## config.mk

```make
export PLATFORM = sky130hd
export DESIGN_NAME = bcd_alarm_cmp
export DESIGN_NICKNAME = d
export VERILOG_FILES = /design/src/rtl/bcd_alarm_pkg.sv /design/src/rtl/bcd_alarm_regs.sv /design/src/rtl/bcd_alarm_match.sv /design/src/rtl/bcd_alarm_flag.sv /design/src/rtl/bcd_alarm_cmp.sv
export SDC_FILE = /design/constraint.sdc
export NUM_CORES = 1
export LEC_CHECK = 0
export ABC_CLOCK_PERIOD_IN_PS = 1550
export BUFFER_PORTS_ARGS = -buffer_cell sky130_fd_sc_hd__buf_4
export CORE_ASPECT_RATIO = 2
export CORE_UTILIZATION = 43
export CTS_BUF_LIST = sky130_fd_sc_hd__clkbuf_16
export DETAILED_ROUTE_END_ITERATION = 8
export PLACE_DENSITY = 0.66
export SKIP_LAST_GASP = 1
export SLEW_MARGIN = 20
export SYNTH_ARGS = -nofsm -noshare
export SYNTH_HDL_FRONTEND = slang
export SYNTH_SLANG_ARGS = --single-unit
```

## constraint.sdc

```tcl
create_clock -name clk -period 1.55 [get_ports clk]
set_input_delay 0.155 -clock clk [delete_from_list [all_inputs] [get_ports clk]]
set_output_delay 0.155 -clock clk [all_outputs]
set_load 0.005 [all_outputs]
```

## src/rtl/bcd_alarm_pkg.sv

```systemverilog
package bcd_alarm_pkg;
  localparam int NUM_FIELDS = 6;
  localparam int BCD_W      = 7;
  localparam int REG_W      = 8;
  localparam int EN_BIT     = REG_W - 1;
  localparam int FLAG_BIT   = 0;
  localparam int AIE_BIT    = 3;

  // a field passes when it is switched off or its target equals the calendar
  function automatic logic field_ok(input logic [REG_W-1:0] cfg,
                                    input logic [BCD_W-1:0] now);
    return !cfg[EN_BIT] || (cfg[BCD_W-1:0] == now);
  endfunction

  function automatic logic field_on(input logic [REG_W-1:0] cfg);
    return cfg[EN_BIT];
  endfunction
endpackage

```

## src/rtl/bcd_alarm_regs.sv

```systemverilog
module bcd_alarm_regs
  import bcd_alarm_pkg::*;
#(
  parameter int ADDR_W     = 4,
  parameter int ALARM_BASE = 8,
  parameter int CTRL_IDX   = 14
) (
  input  logic                        clk,
  input  logic                        rst_n,
  input  logic                        wr_en,
  input  logic [ADDR_W-1:0]           addr,
  input  logic [REG_W-1:0]            wdata,
  input  logic [REG_W-1:0]            ctrl_rd,
  output logic [NUM_FIELDS*REG_W-1:0] alarm_cfg,
  output logic [REG_W-1:0]            rdata,
  output logic                        ctrl_wr
);
  logic [NUM_FIELDS-1:0] sel;
  logic                  ctrl_sel;
  logic                  mapped;

  genvar k;
  generate
    for (k = 0; k < NUM_FIELDS; k++) begin : g_tgt
      assign sel[k] = (addr == ADDR_W'(ALARM_BASE + k));
      always_ff @(posedge clk) begin
        if (!rst_n)
          alarm_cfg[k*REG_W +: REG_W] <= '0;
        else if (wr_en && sel[k])
          alarm_cfg[k*REG_W +: REG_W] <= wdata;
      end
    end
  endgenerate

  assign ctrl_sel = (addr == ADDR_W'(CTRL_IDX));
  assign ctrl_wr  = wr_en && ctrl_sel;
  assign mapped   = ctrl_sel || (|sel);

  always_comb begin
    rdata = '0;
    for (int i = 0; i < NUM_FIELDS; i++)
      if (sel[i]) rdata = alarm_cfg[i*REG_W +: REG_W];
    if (ctrl_sel) rdata = ctrl_rd;
  end

  // a write to an unmapped index leaves every target untouched
  p_unmapped_ignored_r3: assert property (@(posedge clk) disable iff (!rst_n)
    (wr_en && !mapped) |=> $stable(alarm_cfg));
endmodule

```

## src/rtl/bcd_alarm_match.sv

```systemverilog
module bcd_alarm_match
  import bcd_alarm_pkg::*;
(
  input  logic [NUM_FIELDS*REG_W-1:0] alarm_cfg,
  input  logic [NUM_FIELDS*BCD_W-1:0] now,
  output logic                        hit,
  output logic [NUM_FIELDS-1:0]       en_mask
);
  logic [NUM_FIELDS-1:0] ok;

  genvar k;
  generate
    for (k = 0; k < NUM_FIELDS; k++) begin : g_cmp
      assign ok[k]      = field_ok(alarm_cfg[k*REG_W +: REG_W], now[k*BCD_W +: BCD_W]);
      assign en_mask[k] = field_on(alarm_cfg[k*REG_W +: REG_W]);
    end
  endgenerate

  assign hit = (&ok) && (|en_mask);
endmodule

```

## src/rtl/bcd_alarm_flag.sv

```systemverilog
module bcd_alarm_flag
  import bcd_alarm_pkg::*;
(
  input  logic             clk,
  input  logic             rst_n,
  input  logic             tick,
  input  logic             hit,
  input  logic             ctrl_wr,
  input  logic [REG_W-1:0] wdata,
  output logic             flag,
  output logic             aie,
  output logic             irq
);
  logic set_ev, clr_ev;
  assign set_ev = tick && hit;
  assign clr_ev = ctrl_wr && !wdata[FLAG_BIT];

  always_ff @(posedge clk) begin
    if (!rst_n) begin
      flag <= 1'b0;
      aie  <= 1'b0;
    end else begin
      if (set_ev)      flag <= 1'b1;
      else if (clr_ev) flag <= 1'b0;
      if (ctrl_wr)     aie  <= wdata[AIE_BIT];
    end
  end

  assign irq = flag && aie;

  p_match_sets_r4: assert property (@(posedge clk) disable iff (!rst_n)
    set_ev |=> flag);
  p_rise_has_cause_r4: assert property (@(posedge clk) disable iff (!rst_n)
    $rose(flag) |-> $past(set_ev));
  p_sticky_r8: assert property (@(posedge clk) disable iff (!rst_n)
    (flag && !clr_ev) |=> flag);
  p_set_beats_clear_r10: assert property (@(posedge clk) disable iff (!rst_n)
    (set_ev && clr_ev) |=> flag);
endmodule

```

## src/rtl/bcd_alarm_cmp.sv

```systemverilog
module bcd_alarm_cmp
  import bcd_alarm_pkg::*;
#(
  parameter int ADDR_W     = 4,
  parameter int ALARM_BASE = 8,
  parameter int CTRL_IDX   = 14
) (
  input  logic              clk,
  input  logic              rst_n,
  input  logic              wr_en,
  input  logic [ADDR_W-1:0] addr,
  input  logic [REG_W-1:0]  wdata,
  output logic [REG_W-1:0]  rdata,
  input  logic              tick,
  input  logic [BCD_W-1:0]  cur_sec,
  input  logic [BCD_W-1:0]  cur_min,
  input  logic [BCD_W-1:0]  cur_hour,
  input  logic [BCD_W-1:0]  cur_wday,
  input  logic [BCD_W-1:0]  cur_mday,
  input  logic [BCD_W-1:0]  cur_mon,
  output logic              irq
);
  logic [NUM_FIELDS*REG_W-1:0] alarm_cfg;
  logic [NUM_FIELDS*BCD_W-1:0] now;
  logic [NUM_FIELDS-1:0]       en_mask;
  logic [REG_W-1:0]            ctrl_rd;
  logic                        ctrl_wr, hit, flag, aie;

  assign now = {cur_mon, cur_mday, cur_wday, cur_hour, cur_min, cur_sec};

  always_comb begin
    ctrl_rd           = '0;
    ctrl_rd[FLAG_BIT] = flag;
    ctrl_rd[AIE_BIT]  = aie;
  end

  bcd_alarm_regs #(.ADDR_W(ADDR_W), .ALARM_BASE(ALARM_BASE), .CTRL_IDX(CTRL_IDX)) u_regs (
    .clk(clk), .rst_n(rst_n), .wr_en(wr_en), .addr(addr), .wdata(wdata),
    .ctrl_rd(ctrl_rd), .alarm_cfg(alarm_cfg), .rdata(rdata), .ctrl_wr(ctrl_wr));

  bcd_alarm_match u_match (
    .alarm_cfg(alarm_cfg), .now(now), .hit(hit), .en_mask(en_mask));

  bcd_alarm_flag u_flag (
    .clk(clk), .rst_n(rst_n), .tick(tick), .hit(hit), .ctrl_wr(ctrl_wr),
    .wdata(wdata), .flag(flag), .aie(aie), .irq(irq));

  // with every field switched off a tick cannot raise the flag
  p_empty_never_r6: assert property (@(posedge clk) disable iff (!rst_n)
    (en_mask == '0 && !flag) |=> !flag);
  // the flag only rises after a tick
  p_needs_tick_r7: assert property (@(posedge clk) disable iff (!rst_n)
    (!tick && !flag) |=> !flag);
endmodule

```

==> results.json, run 1 <==
{
  "fmax_mhz": 577.0,
  "endpoint_kind": "primary output",
  "report.final.slew_viol_count": 0,
  "fin_crit_sh_pct": 111.8,
  "p_seq_share_pct": 46.7,
  "drc_errors": 0,
  "irDropWorstVdd_uv": 670.9,
  "grt_pass1_vias": 2402,
  "ctsRootBufferMaster": "clkbuf_16",
  "finalSetupViolCount": 6,
  "drive_above_1_share_pct": 38.50,
  "violations": "negative setup slack",
  "grt_pass1_wl_um": 12250,
  "p_leak_nw": 1.589,
  "rsz0062_at_grt": "yes",
  "min_period_ns": 1.733,
  "p_clk_share_pct": 38.1,
  "synth_cell_type_count": 36,
  "wire_per_inst_um": 16.78,
  "utilization_pct": 60.90,
  "final_hold_viol_count": 0,
  "crit_required_ns": 1.39,
  "layout.cells.non_filler": 473,
  "synthFlopType": "dfxtp_1",
  "p_total_mw": 2.816,
  "ant_nets": 0,
  "relSlewSlack_pct": 71.44,
  "place_congestion": 0.7971,
  "cp.arrival_ns": 1.58,
  "wl_um": 7935,
  "grt-ovfl-total": 0,
  "async_flop_share_pct": 0,
  "initial_core_util_pct": 44.67,
  "run_status": "finished with violations",
  "critical_path_class": "flip-flop to primary output",
  "p_switching_mw": 0.6989,
  "start_kind": "flip-flop",
  "p_per_area_nw_per_um2": 727.0,
  "fin_nets": 444,
  "vias_per_cell": 5.144,
  "placed_cells": 446,
  "synthTopCellsByArea": "dfxtp_1, mux2i_1, xnor2_1",
  "ios": 67,
  "cts_htree_levels": 2,
  "synth_edf_count": 0,
  "synthToLayoutAreaGrowth_pct": 36.33,
  "max_cap_viol_count": 0,
  "syn_area_um2": 2841,
  "fp.coreArea_um2": 6361,
  "syn_inst": 294,
  "yosys_warnings": 0,
  "row_count": 41,
  "clockBufferDepth": 2,
  "synth_most_common_cell": "dfxtp_1",
  "clk_latency_ns": 0.30,
  "io_buffers": 66,
  "setup_slack_ns": -0.1832,
  "grt_antenna_before_repair": 0,
  "synth_area_leader_cell": "dfxtp_1",
  "netlist_top_cells_count": "dfxtp_1, nor2b_1, mux2i_1",
  "yosys_register_bits": 50,
  "sw_frac_of_total_pct": 24.82,
  "fp.dieW_um": 59.48,
  "tightest_slew_ns": 0.4228,
  "antenna_cells": 0,
  "p_int_mw": 2.117,
  "drt_pass1_iterations": 4,
  "gr-usage-all-layers_pct": 24.73,
  "min_path_type": "input pin to flip-flop",
  "ctsHoldBuffers": 0,
  "drt-initial-drc-count": 104,
  "numCtsBuffers": 5,
  "num_vias": 2433,
  "grt_max_degree": 52,
  "clock-sinks": 50,
  "setup_tns_ns": -0.8884,
  "power_frac_comb_pct": 15.2,
  "hpwl_um": 5953,
  "synth_area_per_cell_um2": 9.665,
  "cp_max_fo": 3,
  "tritoncts": "built",
  "fin_worst_skew_ns": 0.005625,
  "die_h_um": 117.0,
  "syn_nets": 352,
  "synth.yosys.seq_area_share_pct": 35.23,
  "synth_top_area_share_pct": 35.23,
  "clk_pin_slew_ns": 0.07,
  "die_area_um2": 6957
}
==> stage by stage <==
step	setup slack, ns	area [µm²]	hold WS [ns]
after CTS	-0.1765	3779	0.1572
final	-0.1832	3874	0.1584
after floorplan	0.1823	2841	0.3014
after global placement	0.009157	3508	0.4625
after detailed placement	-0.003954	3508	0.4714
after global routing	-0.2549	3874	0.1775
==> power groups by stage <==
| stage | Sequential (mW) | Clock [mW] | Combinational (mW) |
|---|---|---|---|
| floorplan | 1.34 | 0 | 0.192 |
| finish | 1.32 | 1.07 | 0.428 |
| detailed placement | 1.35 | 0 | 0.407 |
| global route | 1.32 | 1.14 | 0.459 |
| CTS | 1.32 | 1.09 | 0.418 |
| global placement | 1.35 | 0 | 0.406 |
==> metal layers <==
layer | part of all wire, % | up-vias | GRT usage, %
met3 | 3.2 | 18 | 4.176
met1 | 38 | 1125 | 26.05
li1 | - | 1222 | -
met2 | 55 | 68 | 45.02
met5 | 0 | - | 0
met4 | 3.9 | 0 | 13.33
==> path summary, 6_finish.rpt <==
path / endpoint / slack [ns] / startpoint / cells after the start
setup / recovery: rdata[4] / -0.18 / u_regs.alarm_cfg[20] / 4
hold / removal: u_regs.alarm_cfg[39] / 0.16 / wdata[7] / 3
setup reg to reg: u_flag.flag / 0.02 / u_regs.alarm_cfg[19] / 6
hold reg to reg: u_flag.aie / 0.50 / u_flag.aie / 2
==> sequential cells by signal, summed over array words and instances (netlist names) <==
name              flops
u_flag.flag           1
u_regs.alarm_cfg     48
u_flag.aie            1
==> critical path, stage by stage, from the launching register on <==
cell and delay (ns):
dfxtp_2 0.33, mux4_2 0.47, a222oi_1 0.27, inv_1 0.08, buf_4 0.14
==> cell families after synthesis <==
kind of cell,share of synthesized area [%]
compound gates,10.83
mux,16.82
flops,35.23
xor+xnor,12.95
buf+inv,3.303
simple gates,20.87
==> repair_timing <==
action,in CTS,in global routing
pin swaps,8,11
setup endpoints to repair,8,9
gates resized for setup,22,13
buffers inserted,14,6
==> layout by cell type, fill, tap and decap left out, types with 9 or more instances in the layout <==
| cell | instances |
|---|---|
| xor2_1 | 15 |
| nand2_1 | 26 |
| buf_4 | 93 |
| nand3_1 | 17 |
| a21boi_0 | 16 |
| mux2i_1 | 32 |
| nand4_1 | 9 |
| xnor2_1 | 23 |
| nor2b_1 | 33 |
| dfxtp_2 | 23 |
| dfxtp_1 | 27 |
==> cell type report <==
class	count	area (µm²)
Clock buffer	5	125.1
Clock inverter	3	12.51
Fill cell	601	2487
Inverter	6	22.52
Multi-Input combinational cell	225	1795
Sequential cell	50	1030
Tap cell	86	107.6
Timing Repair Buffer	98	780.7
Note: power is estimated with default switching activity, not from simulation.
==> run 2: changes to the inputs <==
- ABC_AREA: default -> 1
==> results.json, run 2 <==
{
  "die_area_um2": 7288,
  "max_flop_register": "u_regs.alarm_cfg",
  "crit_required_ns": 1.39,
  "min_to": "u_regs.alarm_cfg[30]",
  "final_cell_mix": "nand2_1, buf_4, inv_1",
  "initial_core_util_pct": 44.66,
  "p_leak_nw": 1.719,
  "antenna_cells": 0,
  "grt_pass1_wl_um": 13630,
  "p_clk_share_pct": 37.7,
  "grt_pass1_vias": 2876,
  "pre_cts_slack_ns": 0.08659,
  "wl_um": 8854,
  "min_from": "wdata[6]",
  "clk_pin_slew_ns": 0.07,
  "p_int_mw": 2.100,
  "r2r_cells": 10,
  "p_switching_mw": 0.7359,
  "yosys_warnings": 0,
  "syn_area_um2": 2980,
  "irDropWorstVdd_uv": 693.4,
  "fp.coreArea_um2": 6674,
  "min_path_type": "input pin to flip-flop",
  "fin_area_um2": 3726,
  "run_status": "completed",
  "r2r-start": "u_regs.alarm_cfg[43]",
  "cp.arrival_ns": 1.37,
  "r2r_slack_ns": 0.20,
  "setup_slack_ns": 0.02911,
  "cts_htree_levels": 2,
  "layout_commonest_cell": "nand2_1",
  "clock-sinks": 50,
  "rsz0062_at_grt": "yes",
  "drive_above_1_share_pct": 21.60,
  "critical_path_class": "flip-flop to primary output",
  "clk_latency_ns": 0.29,
  "start_kind": "flip-flop",
  "endpoint_kind": "primary output",
  "die_h_um": 119.7,
  "cp_max_fo": 3,
  "ctsHoldBuffers": 0,
  "yosys_register_bits": 50,
  "row_count": 42,
  "largest_register_ffs": 48,
  "synthFlopType": "dfxtp_1",
  "synth_top_family_by_area": "simple AND/OR/NAND/NOR gates",
  "synth.yosys.seq_area_share_pct": 33.59,
  "synth_edf_count": 0,
  "tightest_slew_ns": 0.3811,
  "rr_endpoint": "u_flag.flag",
  "p_total_mw": 2.836,
  "clockBufferDepth": 2,
  "synthTopCellsByArea": "dfxtp_1, nand2_1, a21oi_1",
  "synth_cell_type_count": 30,
  "tritoncts": "built",
  "ant_nets": 0,
  "place_area_um2": 3517,
  "placed_cells": 612,
  "wire_per_inst_um": 14.17,
  "synth_compound_area_share_pct": 22.21,
  "grt_max_degree": 41,
  "fmax_mhz": 657.5,
  "fp.dieW_um": 60.87,
  "final_hold_viol_count": 0,
  "synth-xor-area-share_pct": 4.114,
  "syn_nets": 526,
  "report.final.slew_viol_count": 0,
  "max_cap_viol_count": 0,
  "fin_worst_skew_ns": 0.006465,
  "p_per_area_nw_per_um2": 761.1,
  "grt_antenna_before_repair": 0,
  "holdPathStages": 3,
  "grt-ovfl-total": 0,
  "synthSimpleGateAreaFrac_pct": 26.41,
  "async_flop_share_pct": 0,
  "place_congestion": 0.9783,
  "fin_crit_sh_pct": 98.12,
  "hpwl_um": 6894,
  "layout.cells.non_filler": 625,
  "min_period_ns": 1.521,
  "gr-usage-all-layers_pct": 25.87,
  "io_buffers": 66,
  "num_vias": 3157,
  "syn_inst": 468,
  "synth_area_per_cell_um2": 6.368,
  "drc_errors": 0,
  "vias_per_cell": 5.051,
  "drt_pass1_iterations": 7,
  "synth_top_area_share_pct": 33.59,
  "numCtsBuffers": 5,
  "utilization_pct": 55.83,
  "synthToLayoutAreaGrowth_pct": 25.02,
  "synthMuxAreaShare_pct": 0,
  "synth_most_common_cell": "nand2_1",
  "netlist_top_cells_count": "nand2_1, inv_1, a21oi_1",
  "power_frac_comb_pct": 15.4,
  "ctsRootBufferMaster": "clkbuf_16",
  "ios": 67,
  "synth_area_leader_cell": "dfxtp_1",
  "synthAdderAreaFrac_pct": 0,
  "relSlewSlack_pct": 74.57,
  "sw_frac_of_total_pct": 25.95,
  "fin_nets": 594,
  "largestRegisters": "u_regs.alarm_cfg x48, u_flag.aie x1, u_flag.flag x1",
  "drt-initial-drc-count": 122,
  "p_seq_share_pct": 46.9,
  "finalSetupViolCount": 0
}
run 2: worst max path at each step:
stage / startpoint / to / slack (ns) / cells after the start
final: u_regs.alarm_cfg[2] / rdata[2] / 0.03 / 7
after global routing: addr[1] / rdata[1] / -0.04 / 9
after CTS: u_regs.alarm_cfg[9] / rdata[1] / -0.0009 / 7
after detailed placement: addr[1] / rdata[4] / 0.09 / 9
after global placement: addr[2] / rdata[1] / 0.13 / 9
after floorplan: addr[1] / rdata[2] / 0.50 / 7
run 2: worst max-delay path, cell delays in order, from the launching register on:
cell and delay (ns):
dfxtp_1 0.34, inv_2 0.06, o22ai_2 0.19, a21oi_1 0.06
o21ai_0 0.09, nor2_1 0.08, a21oi_1 0.12, buf_4 0.12
run 2: logic make-up (layout without fill, tap and decap cells):
family          after synthesis  in the layout
xor+xnor                     14             14
simple gates                186            186
compound gates              123            123
buf+inv                      95            164
flops                        50             50
run 2: final cells by class:
class,instances,area [µm²]
multi-input cells,323,1598
inverters,81,309.0
fillers,668,2948
clock inverters,3,17.52
flip-flops and latches,50,1003
repair buffers,75,563.0
clock buffers,5,125.1
well taps,88,110.1
run 2: stage by stage:
stage | hold WS (ns) | setup TNS [ns]
after floorplan | 0.3120 | 0
after global placement | 0.4718 | 0
after detailed placement | 0.4782 | 0
after CTS | 0.1976 | -0.0008751
after global routing | 0.2003 | -0.07346
final | 0.1968 | 0
run 2: repair_timing:
item	in CTS	in global routing
gates resized for setup	5	9
setup endpoints to repair	3	4
gates cloned	0	0
setup buffers	0	5
pin swaps	3	4
run 2: power groups by stage:
| stage | clock network [mW] | registers, mW | logic (mW) |
|---|---|---|---|
| floorplan | 0 | 1.35 | 0.222 |
| global route | 1.14 | 1.33 | 0.485 |
| detailed placement | 0 | 1.36 | 0.428 |
| global placement | 0 | 1.36 | 0.420 |
| finish | 1.07 | 1.33 | 0.436 |
| CTS | 1.08 | 1.33 | 0.429 |
run 2: routing by layer:
layer	track usage (%)	share of wire, %	wire length, µm
met4	15.34	5.6	493
met5	0	0	0
met3	3.233	4.6	409
met2	45.74	53	4736
met1	27.62	36	3215
